`src/rtl/tdm_gate_pkg.sv`:
```
package tdm_gate_pkg;

    localparam int SLOT_W    = 7;
    localparam int SHIFT_W   = 3;
    localparam int CAP_W     = 9;
    localparam int NUM_SLOTS = 32;
    localparam int POS_W     = 10;
    localparam int OCTET     = 8;

    localparam int OCT_SH    = $clog2(OCTET);
    localparam int WIDE_W    = POS_W + 2;
    localparam int POS_MAX   = (1 << POS_W) - 1;

    typedef logic [POS_W-1:0]  pos_t;
    typedef logic [WIDE_W-1:0] wide_t;

    typedef enum logic {
        MODE_WINDOW = 1'b0,
        MODE_MASK   = 1'b1
    } gate_mode_e;

    typedef struct packed {
        logic [SLOT_W-1:0]    slot;
        logic [SHIFT_W-1:0]   shift;
        logic [CAP_W-1:0]     cap;
        gate_mode_e           mode;
        logic [NUM_SLOTS-1:0] mask;
    } gate_cfg_t;

    typedef struct packed {
        logic valid;
        logic data;
        logic start;
    } gate_out_t;

    function automatic wide_t window_offset(input gate_cfg_t c);
        return wide_t'(1) + (wide_t'(c.slot) << OCT_SH) + wide_t'(c.shift);
    endfunction

    function automatic wide_t window_end(input gate_cfg_t c);
        return window_offset(c) + wide_t'(c.cap) + wide_t'(1);
    endfunction

endpackage

```
`src/rtl/tdm_pos_counter.sv`:
```
module tdm_pos_counter
    import tdm_gate_pkg::*;
(
    input  logic clk,
    input  logic rst,
    input  logic frame_sync,
    output pos_t pos
);
    pos_t cnt_q;

    always_ff @(posedge clk) begin
        if (rst) begin
            cnt_q <= pos_t'(POS_MAX);
        end else if (frame_sync) begin
            cnt_q <= pos_t'(1);
        end else if (cnt_q != pos_t'(POS_MAX)) begin
            cnt_q <= cnt_q + pos_t'(1);
        end
    end

    assign pos = cnt_q;

    AST_POS_RESTART: assert property (@(posedge clk) disable iff (rst)
        frame_sync |=> (pos == pos_t'(1)));
    AST_POS_SATURATE: assert property (@(posedge clk) disable iff (rst)
        (!frame_sync && pos == pos_t'(POS_MAX)) |=> (pos == pos_t'(POS_MAX)));
endmodule

```
`src/rtl/tdm_cfg_latch.sv`:
```
module tdm_cfg_latch
    import tdm_gate_pkg::*;
(
    input  logic      clk,
    input  logic      rst,
    input  logic      frame_sync,
    input  gate_cfg_t cfg_in,
    output gate_cfg_t cfg_q
);
    always_ff @(posedge clk) begin
        if (rst) begin
            cfg_q <= '0;
        end else if (frame_sync) begin
            cfg_q <= cfg_in;
        end
    end

    AST_CFG_FRAME_ONLY: assert property (@(posedge clk) disable iff (rst)
        !frame_sync |=> $stable(cfg_q));
endmodule

```
`src/rtl/tdm_slot_decode.sv`:
```
module tdm_slot_decode
    import tdm_gate_pkg::*;
(
    input  pos_t      pos,
    input  logic      frame_sync,
    input  gate_cfg_t cfg,
    output logic      accept,
    output logic      first
);
    wide_t                 off;
    wide_t                 p;
    wide_t                 rel;
    wide_t                 slot_idx;
    logic                  in_frame;
    logic                  after_off;
    logic                  win_hit;
    logic                  win_first;
    logic [NUM_SLOTS-1:0]  slot_hit;
    logic                  mask_hit;
    logic                  mask_first;

    always_comb begin
        off       = window_offset(cfg);
        p         = wide_t'(pos);
        in_frame  = !frame_sync && (pos != pos_t'(POS_MAX));
        after_off = (p >= off);
        rel       = p - off;
        slot_idx  = rel >> OCT_SH;
        win_hit   = after_off && (p < window_end(cfg));
        win_first = (p == off);
        mask_first = (rel[OCT_SH-1:0] == '0);
    end

    for (genvar g = 0; g < NUM_SLOTS; g++) begin : g_slot
        assign slot_hit[g] = after_off && (slot_idx == wide_t'(g)) && cfg.mask[g];
    end

    assign mask_hit = |slot_hit;

    always_comb begin
        if (cfg.mode == MODE_MASK) begin
            accept = in_frame && mask_hit;
            first  = in_frame && mask_hit && mask_first;
        end else begin
            accept = in_frame && win_hit;
            first  = in_frame && win_hit && win_first;
        end
    end
endmodule

```
`src/rtl/tdm_rx_slot_gate.sv`:
```
module tdm_rx_slot_gate
    import tdm_gate_pkg::*;
(
    input  logic        clk,
    input  logic        rst,
    input  logic        frame_sync,
    input  logic        rx_data,
    input  logic [6:0]  cfg_slot,
    input  logic [2:0]  cfg_shift,
    input  logic [8:0]  cfg_cap,
    input  logic        cfg_mask_en,
    input  logic [31:0] cfg_mask,
    output logic        out_valid,
    output logic        out_data,
    output logic        out_start
);
    gate_cfg_t cfg_in;
    gate_cfg_t cfg_cur;
    pos_t      pos;
    logic      accept;
    logic      first;
    gate_out_t out_q;

    always_comb begin
        cfg_in.slot  = cfg_slot;
        cfg_in.shift = cfg_shift;
        cfg_in.cap   = cfg_cap;
        cfg_in.mode  = cfg_mask_en ? MODE_MASK : MODE_WINDOW;
        cfg_in.mask  = cfg_mask;
    end

    tdm_pos_counter u_cnt (
        .clk        (clk),
        .rst        (rst),
        .frame_sync (frame_sync),
        .pos        (pos)
    );

    tdm_cfg_latch u_cfg (
        .clk        (clk),
        .rst        (rst),
        .frame_sync (frame_sync),
        .cfg_in     (cfg_in),
        .cfg_q      (cfg_cur)
    );

    tdm_slot_decode u_dec (
        .pos        (pos),
        .frame_sync (frame_sync),
        .cfg        (cfg_cur),
        .accept     (accept),
        .first      (first)
    );

    always_ff @(posedge clk) begin
        if (rst) begin
            out_q <= '0;
        end else begin
            out_q.valid <= accept;
            out_q.data  <= accept & rx_data;
            out_q.start <= first;
        end
    end

    assign out_valid = out_q.valid;
    assign out_data  = out_q.data;
    assign out_start = out_q.start;

    AST_NO_BIT_AT_SYNC: assert property (@(posedge clk) disable iff (rst)
        frame_sync |=> !out_valid);
    AST_NO_BIT_AT_END: assert property (@(posedge clk) disable iff (rst)
        (pos == pos_t'(POS_MAX)) |=> !out_valid);
    AST_DATA_ONE_CLOCK: assert property (@(posedge clk) disable iff (rst)
        out_valid |-> (out_data == $past(rx_data)));
    AST_DATA_QUIET: assert property (@(posedge clk) disable iff (rst)
        !out_valid |-> !out_data);
    AST_START_WITH_VALID: assert property (@(posedge clk) disable iff (rst)
        out_start |-> out_valid);
endmodule

```
`config.mk`:
```
export PLATFORM = sky130hd
export DESIGN_NAME = tdm_rx_slot_gate
export DESIGN_NICKNAME = d
export VERILOG_FILES = /design/src/rtl/tdm_gate_pkg.sv /design/src/rtl/tdm_pos_counter.sv /design/src/rtl/tdm_cfg_latch.sv /design/src/rtl/tdm_slot_decode.sv /design/src/rtl/tdm_rx_slot_gate.sv
export SDC_FILE = /design/constraint.sdc
export NUM_CORES = 1
export LEC_CHECK = 0
export ABC_CLOCK_PERIOD_IN_PS = 9100
export BUFFER_PORTS_ARGS = -buffer_cell sky130_fd_sc_hd__buf_2
export CORE_MARGIN = 5
export CORE_UTILIZATION = 45
export DETAILED_ROUTE_END_ITERATION = 10
export PLACE_DENSITY_LB_ADDON = 0.05
export SYNTH_ARGS = -nofsm -noshare
export SYNTH_HDL_FRONTEND = slang
export SYNTH_SLANG_ARGS = --single-unit
```
`constraint.sdc`:
```
create_clock -name clk -period 9.1 [get_ports clk]
set_input_delay 0.91 -clock clk [delete_from_list [all_inputs] [get_ports clk]]
set_output_delay 0.91 -clock clk [all_outputs]
set_load 0.03 [all_outputs]
```
### Word-level counts from Yosys, hierarchy flattened

Cells that the tools add are included.

| operators by class | value |
|---|---|
| order comparisons | 2 |
| shift operators | 0 |
| muxes and demuxes | 5 |
| reduce and logical (&&, ||, !) cells | 76 |
| equality and inequality tests | 33 |
| bitwise logic cells | 1 |
| div/mod/pow operators | 0 |
| $mul | 0 |
| $add $sub $neg | 6 |

Operators by type and width:

| operator | count |
|---|---|
| $eq A9 B5 Y1 const B | 16 |
| $eq A9 B4 Y1 const B | 8 |
| $logic_and A1 B1 Y1 | 70 |
| $eq A9 B3 Y1 const B | 4 |
| $reduce_or A32 Y1 | 1 |
| $mux W10 | 2 |
| $eq A9 B2 Y1 const B | 2 |
| $add A12 B1 Y12 const B | 1 |
| $add A12 B3 Y12 | 1 |
| $add A12 B9 Y12 | 1 |
| $eq A10 B12 Y1 | 1 |
| $ge A10 B12 Y1 | 1 |
| $logic_not A12 Y1 | 1 |
| $lt A10 B12 Y1 | 1 |
| $sub A10 B12 Y12 | 1 |
| $add A1 B10 Y11 const A | 1 |
| $add A10 B1 Y10 const B | 1 |
| $ne A10 B10 Y1 const B | 1 |
| $eq A9 B1 Y1 const B | 1 |
| $logic_not A3 Y1 | 1 |
| $mux W1 | 3 |
| $reduce_bool A2 Y1 | 1 |
| $reduce_or A2 Y1 | 1 |
| $and A1 B1 Y1 | 1 |
| $logic_not A1 Y1 | 1 |

| word-level totals | value |
|---|---|
| bits in latches | 0 |
| memories kept | 0 |
| bits in registers | 65 |
| input bits | 56 |
| word-level logic and storage cells | 133 |
| output and inout bits | 3 |
| memory bits (read-only) | 0 |
| RAM bits | 0 |

### Longest topological paths before layout

Gate-level depths: netlist (run 1).

| depth | value |
|---|---|
| depth after elaboration | 10 |
| gate-level depth with buffers | 17 |

### Modules after synthesis

Synthesis (run 1) repeated with hierarchy kept, for this count alone.

| unflattened totals | value |
|---|---|
| cell total of the unflattened synthesis | 544 |
| area, all modules | 4652.0 µm² |

By module, submodules not included:

| module | cells each | times used | area an instance (µm²) | seq. area each (µm²) |
|---|---|---|---|---|
| tdm_slot_decode | 316 | 1 | 2197.1 | 0.0 |
| tdm_cfg_latch | 168 | 1 | 1866.8 | 1041.0 |
| tdm_pos_counter | 54 | 1 | 506.7 | 200.2 |
| tdm_rx_slot_gate | 6 | 1 | 81.3 | 60.1 |

### Least setup slack after synthesis (run 1)

Ideal clock, no wire load.

| timing | value |
|---|---|
| path type | flip-flop to flip-flop |
| start point | reg u_cfg.cfg_q[42] (netlist name) |
| end point | reg out_q, in the netlist out_data |
| path slack | 6.048 ns |
| data required time | 9.004 ns |
| period minus slack after synthesis | 3.052 ns |
| arrival | 2.956 ns |
| path buffers | 0 |
| cell stages (with the launch flop) | 15 |
| cells stage by stage | dfxtp_1 ha_1 fa_1 a21o_1 a21oi_1 o21ai_0 a21o_1 a21oi_1 xor2_1 ha_1 a211oi_1 a21oi_1 o22ai_1 nand4_1 o41ai_2 |

| on the way | value |
|---|---|
| word-level cells in the longest chain between the ends | 9 |
| elaborated cells between the ends (all ways) | 108 |

RTL lines:

| what | RTL line | source |
|---|---|---|
| start: declaration | tdm_cfg_latch.sv:8 | `output gate_cfg_t cfg_q` |
| start signal: assignment | tdm_cfg_latch.sv:14 | `cfg_q <= cfg_in;` |
| $add A12 B3 Y12 * | tdm_gate_pkg.sv:37 | `return wide_t'(1) + (wide_t'(c.slot) << OCT_SH) + wide_t'(c.shift);` |
| branches (longest 6 deep; another with $add A12 B9 Y12) | -- |  |
| $mux W1 * | tdm_slot_decode.sv:41 | `if (cfg.mode == MODE_MASK) begin` |
| $and A1 B1 Y1 * | tdm_rx_slot_gate.sv:60 | `out_q.data <= accept & rx_data;` |
| end: declaration | tdm_rx_slot_gate.sv:22 | `gate_out_t out_q;` |

Every way passes the cells marked *.
A chain may end at the register's enable or synchronous reset.

### Worst setup path in the final report (run 1)

Same ends and word-level chain as after synthesis.

==> results of run 1 <==
[worst paths after layout]
kind | depth (start not counted) | end | slack, ns | startpoint
max | 13 | out_data | 5.30 | u_cfg.cfg_q[42]
min reg2reg | 2 | u_cfg.cfg_q[15] | 0.50 | u_cfg.cfg_q[15]
max reg2reg | 13 | out_data | 5.30 | u_cfg.cfg_q[42]
min | 2 | u_cfg.cfg_q[15] | 0.50 | u_cfg.cfg_q[15]
[stage by stage]
| stage | setup slack, ns | area (µm²) | hold WS (ns) | cells |
|---|---|---|---|---|
| after floorplan | 6.05 | 4300 | 0.459 | 485 |
| after global placement | 5.35 | 4670 | 0.474 | 653 |
| after detailed placement | 5.29 | 4670 | 0.487 | 653 |
| after CTS | 5.27 | 4850 | 0.507 | 669 |
| after global routing | 4.97 | 4850 | 0.529 | 669 |
| final | 5.30 | 4850 | 0.498 | 669 |
[cells by family after synthesis]
group	count (synthesis)
simple gates	149
fa+ha+maj	30
compound gates	99
flops	65
buf+inv	45
xor+xnor	26
mux	71
[placed cells by master (no fill, tap or decap), types with 3 or more instances in the layout]
master / n
a21oi_1: 16
buf_4: 3
a31o_2: 7
clkbuf_8: 9
nor2b_1: 4
mux2_2: 7
xnor2_1: 12
o21ai_0: 12
and3_1: 4
and4_1: 3
nand2_1: 16
nand2b_1: 8
dfxtp_1: 65
nand3_1: 11
and4b_1: 3
mux2i_1: 64
a31oi_1: 4
o21ai_1: 3
nor2_1: 67
o21a_1: 7
inv_1: 24
xor2_1: 12
or2_2: 3
a211oi_1: 8
a21o_1: 6
ha_1: 29
buf_2: 57
and2_1: 4
nand4_1: 8
a22oi_1: 3
o21bai_1: 7
o22ai_1: 4
nor3_1: 7
or3_1: 3
[final cells by class]
type	count	area, µm²
clock buffers	10	128
flip-flops and latches	65	1300
repair buffers	60	308
clock inverters	6	43.8
fillers	948	4440
multi-input cells	375	2810
inverters	24	90.1
well taps	129	161
[power by group]
group / internal (mW) / switching, mW
Combinational: 0.109 / 0.139
Clock: 0.0998 / 0.122
Sequential: 0.303 / 0.0211
Total: 0.512 / 0.283
[state kept, by name (all words and copies together), names as in the netlist]
| register | count |
|---|---|
| out_data | 1 |
| u_cfg.cfg_q | 52 |
| out_valid | 1 |
| out_start | 1 |
| u_cnt.pos | 10 |
[routing by layer]
layer,wire (µm),up-vias,track usage,part of all wire
met5,0,-,0,0
met3,427,10,0.0396,0.041
met4,96,0,0.0460,0.0092
met2,4330,67,0.264,0.41
li1,-,1847,-,-
met1,5620,1661,0.282,0.54
[tightest hold or removal path: stages, from the launching register on]
cell and delay, ns:
dfxtp_1 0.33, mux2i_1 0.06, nor2_1 0.07
==> flow_metrics.tcl, run 1 <==
set metrics [dict create \
    insertion_delay_ns 0.35 \
    critPathMaxFanout 15 \
    relSlewSlack 0.341 \
    grt_usage 0.186 \
    syn_area_per_cell_um2 8.86 \
    tightest_slew_ns 0.988 \
    post-dp-hpwl_um 7810 \
    fin_crit_ns 3.80 \
    insertedDiodeCount 0 \
    core_um2 9280 \
    finalMaxSlewViolations 0 \
    dieArea_um2 11600 \
    tritoncts "yes" \
    setup_tns_ns 0 \
    clockBufferDepth 2 \
    drv_cap 0 \
    ios 59 \
    synth_ff_type "dfxtp_1" \
    drtPass1Iterations 4 \
    grt_pass1_wl_um 17200 \
    cp_cell_sequence "ha_1 -> nand3_1 -> xnor2_1 -> inv_1 -> ha_1 -> xor2_2 -> mux2i_1 -> mux2i_1 -> mux2i_1 -> a21o_1 -> a32oi_1 -> nor2_1 -> o41ai_2" \
    synth_top_family_by_area "simple AND/OR/NAND/NOR gates" \
    drive_gt1_frac 0.200 \
    fin_util 0.522 \
    p_leak_nw 2.23 \
    drt_iter0_drc 186 \
    cp_data_required_time_ns 9.34 \
    final_antenna_net_count 0 \
    ir_drop_v 0.0000821 \
    endpoint_kind "register" \
    synth_warnings 0 \
    syn_nets 571 \
    vias 3585 \
    p_per_area_nw_per_um2 164 \
    die_w_um 108 \
    critPathLaunchType "register" \
    crit_family "adder cells" \
    wl_um 10500 \
    cp_common_cell "mux2i_1" \
    synth_cell_types 64 \
    cts_resized 0 \
    final_hold_viol_count 0 \
    ys_top_cells_by_area "dfxtp_1 30%, mux2i_1 15%, ha_1 8.4%, nor2_1 5.9%, xnor2_1 2.4%" \
    fin_worst_skew_ns 0.0112 \
    synth_edf_count 0 \
    synth_compound_area_frac 0.168 \
    final.period_utilization 0.418 \
    synth_common_cells "67 x nor2_1, 65 x dfxtp_1, 64 x mux2i_1, 29 x ha_1, 24 x inv_1" \
    synth_area_leader_cell "dfxtp_1" \
    timing.critical_path.buf_inv 1 \
    cts_setup_buffers 0 \
    num_rows 35 \
    netlist.area_leader.share 0.303 \
    hold_class "reg2reg" \
    drc 0 \
    cts_hold_buffers 0 \
    cts.sinks 65 \
    cp_slowest_cell "ha_1" \
    synthAdderAreaFrac 0.0891 \
    worstSetupPathType "reg2reg" \
    gr-total-overflow 0 \
    status "completed" \
    p_total_uw 794 \
    cts.htree.levels 3 \
    cpPeakStageDelay_ns 0.71 \
    cp.arrival_ns 4.05 \
    finalSetupViolations 0 \
    max_clock_freq_mhz 263 \
    yosys.area_share.xor_xnor 0.0565 \
    initial_core_util 0.463 \
    clkSlewWorstSetupHoldPaths_ns 0.08 \
    grt_max_degree 67 \
    fp.dieH_um 108 \
    synth-seq-area-share 0.303 \
    nets 621 \
    synth.most_common_cell "nor2_1" \
    async_flop_share 0 \
    vias_per_cell 5.36 \
    rsz0062_at_grt "false" \
    ys_seq_elements 65 \
    port_buffers 58 \
    netlist_instances 485 \
    grt_pass1_vias 3380 \
    antenna_found_initial 0 \
    syn2layout_area_growth_pct 12.8 \
    synth_area_um2 4300 \
    gp_congestion 0.919 \
    synthSimpleGateAreaFrac 0.174 \
    synthMuxAreaShare 0.167 \
    root_buffer "clkbuf_8" \
    wire_per_inst_um 15.7 \
    cts_buffers 9 \
]
No activity file was read; power rests on OpenSTA's default activity.
==> run 2: changes to the inputs <==
--- a/config.mk
+++ b/config.mk
@@ -5,7 +5,8 @@
 export SDC_FILE = /design/constraint.sdc
 export NUM_CORES = 1
 export LEC_CHECK = 0
-export ABC_CLOCK_PERIOD_IN_PS = 9100
+export ABC_AREA = 1
+export ABC_CLOCK_PERIOD_IN_PS = 3200
 export BUFFER_PORTS_ARGS = -buffer_cell sky130_fd_sc_hd__buf_2
 export CORE_MARGIN = 5
 export CORE_UTILIZATION = 45
==> constraint.sdc (replaced) <==
create_clock -name clk -period 3.2 [get_ports clk]
set_input_delay 0.32 -clock clk [delete_from_list [all_inputs] [get_ports clk]]
set_output_delay 0.32 -clock clk [all_outputs]
set_load 0.03 [all_outputs]
==> run 2 against run 1 <==
Effect of this change: first-iteration DRC count rose by 19%; worst setup slack got worse by 5.2 ns; via count rose by 12%; die area fell by 4.2%; global-route usage rose by 1.1 points; non-clock buffer count rose by 13; synthesized cell count rose by 26%; fmax rose by 23%; final cell count rose by 18%; total power rose to 3.1 times the previous value; utilization rose by 4.2 points; largest cell class unchanged; highest routed layer unchanged.
==> flow_metrics.tcl, run 2 <==
set metrics [dict create \
    tightest_slew_ns 0.458 \
    synth_cell_types 32 \
    cp_slowest_cell "dfxtp_4" \
    critPathLaunchType "register" \
    r2r_cells 22 \
    regMostFlops "u_cfg.cfg_q" \
    synth_edf_count 0 \
    core_um2 8810 \
    relSlewSlack 0.695 \
    insertedDiodeCount 0 \
    swShare 0.366 \
    cts_hold_buffers 0 \
    placedCellCount 766 \
    antenna_found_initial 0 \
    setup_ws_ns 0.102 \
    wire_per_inst_um 13.8 \
    final_hold_viol_count 0 \
    netlist_instances 610 \
    fin_worst_skew_ns 0.0117 \
    hold_class "in2reg" \
    insertion_delay_ns 0.35 \
    cp.arrival_ns 3.39 \
    cp_data_required_time_ns 3.49 \
    finalSetupViolations 0 \
    gr-total-overflow 0 \
    cts.htree.levels 3 \
    final_cell_mix "111 x nor2_1, 98 x nand2_1, 62 x dfxtp_1" \
    hold_depth 3 \
    synth_area_leader_cell "dfxtp_1" \
    cpPeakStageDelay_ns 0.38 \
    drc 0 \
    final_cells 789 \
    final.period_utilization 0.968 \
    post-dp-hpwl_um 8120 \
    critPathMaxFanout 4 \
    syn_nets 696 \
    async_flop_share 0 \
    final_antenna_net_count 0 \
    pwr-share-clk 0.297 \
    drive_gt1_frac 0.244 \
    cp_common_cell "nand2_1" \
    p_per_area_nw_per_um2 495 \
    cts.sinks 65 \
    max_clock_freq_mhz 323 \
    die_w_um 105 \
    worstSetupPathType "reg2reg" \
    p_int_mw 1.56 \
    vias 4022 \
    whs_endpoint "u_cfg.cfg_q[16]" \
    dieArea_um2 11100 \
    dp_slack_ns -0.0498 \
    reg2reg_slack_ns 0.10 \
    clkSlewWorstSetupHoldPaths_ns 0.08 \
    synth_area_um2 4100 \
    initial_core_util 0.466 \
    final_common_cell "nor2_1" \
    synth_warnings 0 \
    syn_area_per_cell_um2 6.72 \
    seqCellArea_um2 1310 \
    drtPass1Iterations 5 \
    synth_ff_type "dfxtp_1" \
    p_switching_uw 899 \
    fin_util 0.564 \
    synth-seq-area-share 0.317 \
    fin_crit_ns 3.10 \
    largest_reg_flops 52 \
    vias_per_cell 5.10 \
    nets 762 \
    num_rows 34 \
    cts_buffers 9 \
    ys_seq_elements 65 \
    multi_input_area_um2 2670 \
    fp.dieH_um 105 \
    hp-start "cfg_mask[16]" \
    ios 59 \
    reg2reg_from "u_cfg.cfg_q[44]" \
    finalMaxSlewViolations 0 \
    tritoncts "yes" \
    syn2layout_area_growth_pct 21.1 \
    combPwrFrac 0.328 \
    root_buffer "clkbuf_8" \
    wl_um 10900 \
    drv_cap 0 \
    clockBufferDepth 2 \
    endpoint_kind "register" \
    reg2reg_to "out_data" \
    grt_pass1_wl_um 17900 \
    rsz0062_at_grt "true" \
    drt_iter0_drc 221 \
    gp_congestion 0.927 \
    seqPwrFrac 0.375 \
    port_buffers 58 \
    cp_cell_sequence "nand2_1 -> nor2_2 -> xor2_1 -> inv_1 -> ha_4 -> a21oi_1 -> nand2_1 -> a21oi_2 -> o21ai_1 -> xor2_1 -> ha_1 -> nand2_1 -> nor2_1 -> a211oi_1 -> nand2_1 -> nand3_2 -> nand2_1 -> nand4_1 -> nand2_1 -> nand2_1 -> nand2_1 -> nor2_2" \
    ir_drop_v 0.000361 \
    status "completed" \
    grt_usage 0.196 \
    synth.most_common_cell "nor2_1" \
    nFillCells 906 \
    synth_common_cells "117 x nor2_1, 100 x nand2_1, 65 x dfxtp_1, 62 x o21ai_0, 57 x inv_1" \
    p_leak_nw 2.41 \
    ys_top_cells_by_area "dfxtp_1 32%, nor2_1 11%, nand2_1 9.2%, ha_1 8.8%, o21ai_0 7.6%" \
    grt_pass1_vias 3753 \
    netlist.area_leader.share 0.317 \
    grt_max_degree 51 \
]
-- run 2: changes by cell type after synthesis, moves of 16 or more --
cell,previous run,this run
nand2_2,1,17
nand2_1,16,100
mux2i_1,64,0
inv_1,24,57
nor2_1,67,117
nand3_1,11,49
o21ai_0,12,62
-- run 2: cell families after synthesis --
group,count (synthesis),synth area share
AO/OA/AOI/OAI,92,0.115
AND/OR/NAND/NOR,324,0.361
adder cells (fa/ha/maj),30,0.0934
XOR/XNOR,18,0.0384
buffers and inverters,81,0.0748
flip-flops,65,0.317
-- run 2: repair_timing --
item,CTS,global route
gates resized for setup,5,36
gates cloned,0,0
endpoints found under the hold margin,0,0
endpoints found under the setup margin,3,3
buffers inserted,0,7
pin swaps,3,24
-- run 2: layout make-up --
class / count / share of cell area
clock buffers: 10 / 0.0277
clock inverters: 6 / 0.0134
inverters: 63 / 0.0481
multi-input cells: 464 / 0.538
flip-flops and latches: 65 / 0.264
well taps: 108 / 0.0272
repair buffers: 73 / 0.0811
-- run 2: per-stage QoR --
stage                     total power, mW  setup TNS, ns  hold slack (ns)  area, µm²
final                                2.46              0            0.184       4960
after global routing                 2.63         -0.363            0.174       4960
after CTS                            2.42              0            0.170       4730
after detailed placement             1.68        -0.0498            0.472       4520
after global placement               1.67              0            0.469       4520
after floorplan                      1.49              0            0.387       4100
-- run 2: how the worst max path moves through the flow --
| stage | from | to | slack, ns | cells after the start |
|---|---|---|---|---|
| 2_1_floorplan | u_cfg.cfg_q[42] | out_data | 0.33 | 23 |
| 3_3_place_gp | u_cfg.cfg_q[42] | out_data | 0.08 | 23 |
| 3_5_place_dp | u_cfg.cfg_q[42] | out_data | -0.05 | 23 |
| 4_1_cts | u_cfg.cfg_q[42] | out_data | 0.02 | 23 |
| 5_1_grt | u_cfg.cfg_q[44] | out_data | -0.14 | 22 |
| 6_report | u_cfg.cfg_q[44] | out_data | 0.10 | 22 |
-- run 2: power by group through the flow --
stage | Clock, mW | Combinational [mW] | Sequential, mW
CTS | 0.750 | 0.754 | 0.916
floorplan | 0 | 0.569 | 0.919
global route | 0.785 | 0.917 | 0.928
global placement | 0 | 0.736 | 0.936
detailed placement | 0 | 0.748 | 0.934
finish | 0.728 | 0.806 | 0.921
-- run 2: worst max-delay path: cells and delay by family (launching register included) --
kind / cells / cell delay [ns]
buf+inv: 1 / 0.11
xor+xnor: 2 / 0.38
flops: 1 / 0.38
simple gates: 13 / 1.07
fa+ha+maj: 2 / 0.52
compound gates: 4 / 0.56
-- run 2: per-layer routing --
| layer | vias up | share of wire | GRT usage |
|---|---|---|---|
| met5 | - | 0 | 0 |
| met4 | 0 | 0.012 | 0.0562 |
| met3 | 13 | 0.051 | 0.0446 |
| met2 | 91 | 0.43 | 0.281 |
| met1 | 1812 | 0.51 | 0.292 |
| li1 | 2106 | - | - |
==> run 3: changes to the inputs <==
--- a/config.mk
+++ b/config.mk
@@ -10,8 +10,10 @@
 export BUFFER_PORTS_ARGS = -buffer_cell sky130_fd_sc_hd__buf_2
 export CORE_MARGIN = 5
 export CORE_UTILIZATION = 45
+export CTS_BUF_LIST = sky130_fd_sc_hd__clkbuf_4 sky130_fd_sc_hd__clkbuf_8
 export DETAILED_ROUTE_END_ITERATION = 10
 export PLACE_DENSITY_LB_ADDON = 0.05
 export SYNTH_ARGS = -nofsm -noshare
 export SYNTH_HDL_FRONTEND = slang
+export SYNTH_HIERARCHICAL = 1
 export SYNTH_SLANG_ARGS = --single-unit
==> run 3 against run 2 <==
Effect of this change: total power is 1.1% lower; critical path type unchanged; sequential share of layout area is 2.8 points lower; global-route usage is 1.2 points lower; largest cell class unchanged; sequential power is 1% higher; clock power is 11% lower; utilization is 0.19 points lower; first-iteration DRC count is 56% higher; die area is 11% higher.
==> flow_metrics.tcl, run 3 <==
set metrics [dict create \
    port_buffers 58 \
    reg2reg_slack_ns 0.03 \
    grt_max_degree 63 \
    largest_reg_flops 52 \
    drtPass1Iterations 4 \
    worstSetupPathType "reg2reg" \
    grt_pass1_wl_um 18700 \
    highest_layer "met4" \
    vias_per_cell 4.66 \
    met3WireLength_um 625 \
    gr-total-overflow 0 \
    final_cell_mix "206 x nand2_1, 131 x nor2_1, 95 x inv_1" \
    final_antenna_net_count 0 \
    drive_gt1_frac 0.246 \
    reg2reg_to "out_start" \
    setup_tns_ns 0 \
    grt_pass1_vias 4039 \
    insertedDiodeCount 0 \
    relSlewSlack 0.621 \
    dp_slack_ns -0.122 \
    post-dp-hpwl_um 8230 \
    synth_warnings 6 \
    dieArea_um2 12300 \
    clockBufferDepth 2 \
    synth_area_leader_cell "dfxtp_1" \
    p_leak_nw 2.99 \
    initial_core_util 0.465 \
    fin_worst_skew_ns 0.00782 \
    status "completed" \
    whs_endpoint "out_data" \
    endpoint_kind "register" \
    holdWs_ns 0.185 \
    netlist.area_leader.share 0.284 \
    final_hold_viol_count 0 \
    drc 0 \
    synth.most_common_cell "nand2_1" \
    p_switching_uw 918 \
    ios 59 \
    cts_buffers 9 \
    final.period_utilization 0.990 \
    fp.dieH_um 111 \
    hold_class "in2reg" \
    cp_common_cell "nand2_1" \
    ys_seq_elements 65 \
    hp-start "rx_data" \
    synth_ff_type "dfxtp_1" \
    place_area_um2 5060 \
    syn_area_per_cell_um2 6.28 \
    syn2layout_area_growth_pct 20.9 \
    ys_top_cells_by_area "dfxtp_1 28%, nand2_1 17%, nor2_1 11%, inv_1 8.4%, ha_1 7.9%" \
    wire_per_inst_um 11.8 \
    synth_edf_count 0 \
    swShare 0.378 \
    rsz0062_at_grt "true" \
    seqPwrFrac 0.384 \
    ir_drop_v 0.000190 \
    combPwrFrac 0.350 \
    vias 4411 \
    die_w_um 111 \
    clkSlewWorstSetupHoldPaths_ns 0.07 \
    tightest_slew_ns 0.563 \
    p_int_mw 1.51 \
    wl_um 11200 \
    drt_iter0_drc 344 \
    reg2reg_from "u_cfg/cfg_q[43]" \
    cp_slowest_cell "dfxtp_4" \
    num_rows 36 \
    synth_common_cells "210 x nand2_1, 138 x nor2_1, 103 x inv_1, 65 x dfxtp_1, 42 x nand3_1" \
    cts.sinks 65 \
    nets 894 \
    regMostFlops "u_cfg/cfg_q" \
    tritoncts "yes" \
    m1WireLength_um 5670 \
    dr_wl_met2_um 4600 \
    max_clock_freq_mhz 316 \
    root_buffer "clkbuf_8" \
    critPathMaxFanout 3 \
    syn_nets 816 \
    drv_cap 0 \
    design_area_um2 5540 \
    p_total_mw 2.43 \
    critPathLaunchType "register" \
    grt_usage 0.185 \
    gp_congestion 0.845 \
    core_um2 9860 \
    antenna_found_initial 0 \
    startpoint "u_cfg/cfg_q[43]" \
    pwr-share-clk 0.267 \
    cp_data_required_time_ns 3.50 \
    p_per_area_nw_per_um2 438 \
    setup_ws_ns 0.0316 \
    final_common_cell "nand2_1" \
    synth-seq-area-share 0.284 \
    insertion_delay_ns 0.36 \
    cpPeakStageDelay_ns 0.38 \
    async_flop_share 0 \
    finalMaxSlewViolations 0 \
    cp.arrival_ns 3.46 \
    r2r_cells 26 \
    synth_cell_types 39 \
    cts_hold_buffers 0 \
    hold_depth 3 \
    finalSetupViolations 0 \
    cts.htree.levels 3 \
    fin_crit_ns 3.17 \
    netlist_instances 730 \
    synth_area_um2 4580 \
    nFillCells 998 \
]
[run 3: stage by stage]
stage | instances | utilization
finish | 946 | 0.562
global route | 946 | 0.562
CTS | 943 | 0.541
detailed placement | 924 | 0.513
global placement | 924 | 0.513
floorplan | 730 | -
[run 3: cell families after synthesis]
kind of cell / count (synthesis) / synth area share
and+or+nand+nor: 450 / 0.428
buffers and inverters: 131 / 0.123
DFF: 65 / 0.284
AOI/OAI and AO/OA: 38 / 0.0508
adders and majority gates: 30 / 0.0835
xor gates and xnor gates: 16 / 0.0306
[run 3: power groups by stage]
stage | logic [mW] | registers [mW] | clock network (mW)
after floorplan | 0.585 | 0.925 | 0
after global placement | 0.750 | 0.944 | 0
after detailed placement | 0.764 | 0.945 | 0
after CTS | 0.785 | 0.929 | 0.677
after global routing | 0.964 | 0.939 | 0.714
final | 0.849 | 0.932 | 0.647
[run 3: final cells by class]
type / instances / area (µm²) / share of cell area
Tap cell: 133 / 166 / 0.0300
Inverter: 113 / 428 / 0.0772
Clock buffer: 10 / 138 / 0.0248
Timing Repair Buffer: 85 / 499 / 0.0901
Clock inverter: 6 / 41.3 / 0.00745
Multi-Input combinational cell: 534 / 2960 / 0.534
Sequential cell: 65 / 1310 / 0.237
[run 3: timing repair]
action / 4_1_cts / 5_1_grt
pin swaps: 9 / 33
resized for setup: 16 / 47
hold endpoints to repair: 0 / 0
setup endpoints to repair: 3 / 3
setup buffers: 3 / 4
[run 3: worst max-delay path: cells and delay by family (launching register included)]
kind / cells / cell delay (ns)
compound gates: 2 / 0.25
xor+xnor: 2 / 0.30
fa+ha+maj: 2 / 0.59
buf+inv: 6 / 0.39
flops: 1 / 0.38
simple gates: 14 / 1.20
[run 3: how the worst max path moves through the flow]
stage	depth (start not counted)	to
detailed placement	26	out_start
global placement	26	out_start
global route	24	out_start
CTS	24	out_data
finish	26	out_start
floorplan	26	out_start
[run 3: routing by layer]
layer  global-route usage  vias up
met2                0.261       90
met3               0.0306       16
met4               0.0920        0
li1                     -     2387
met1                0.268     1918
met5                    0        -
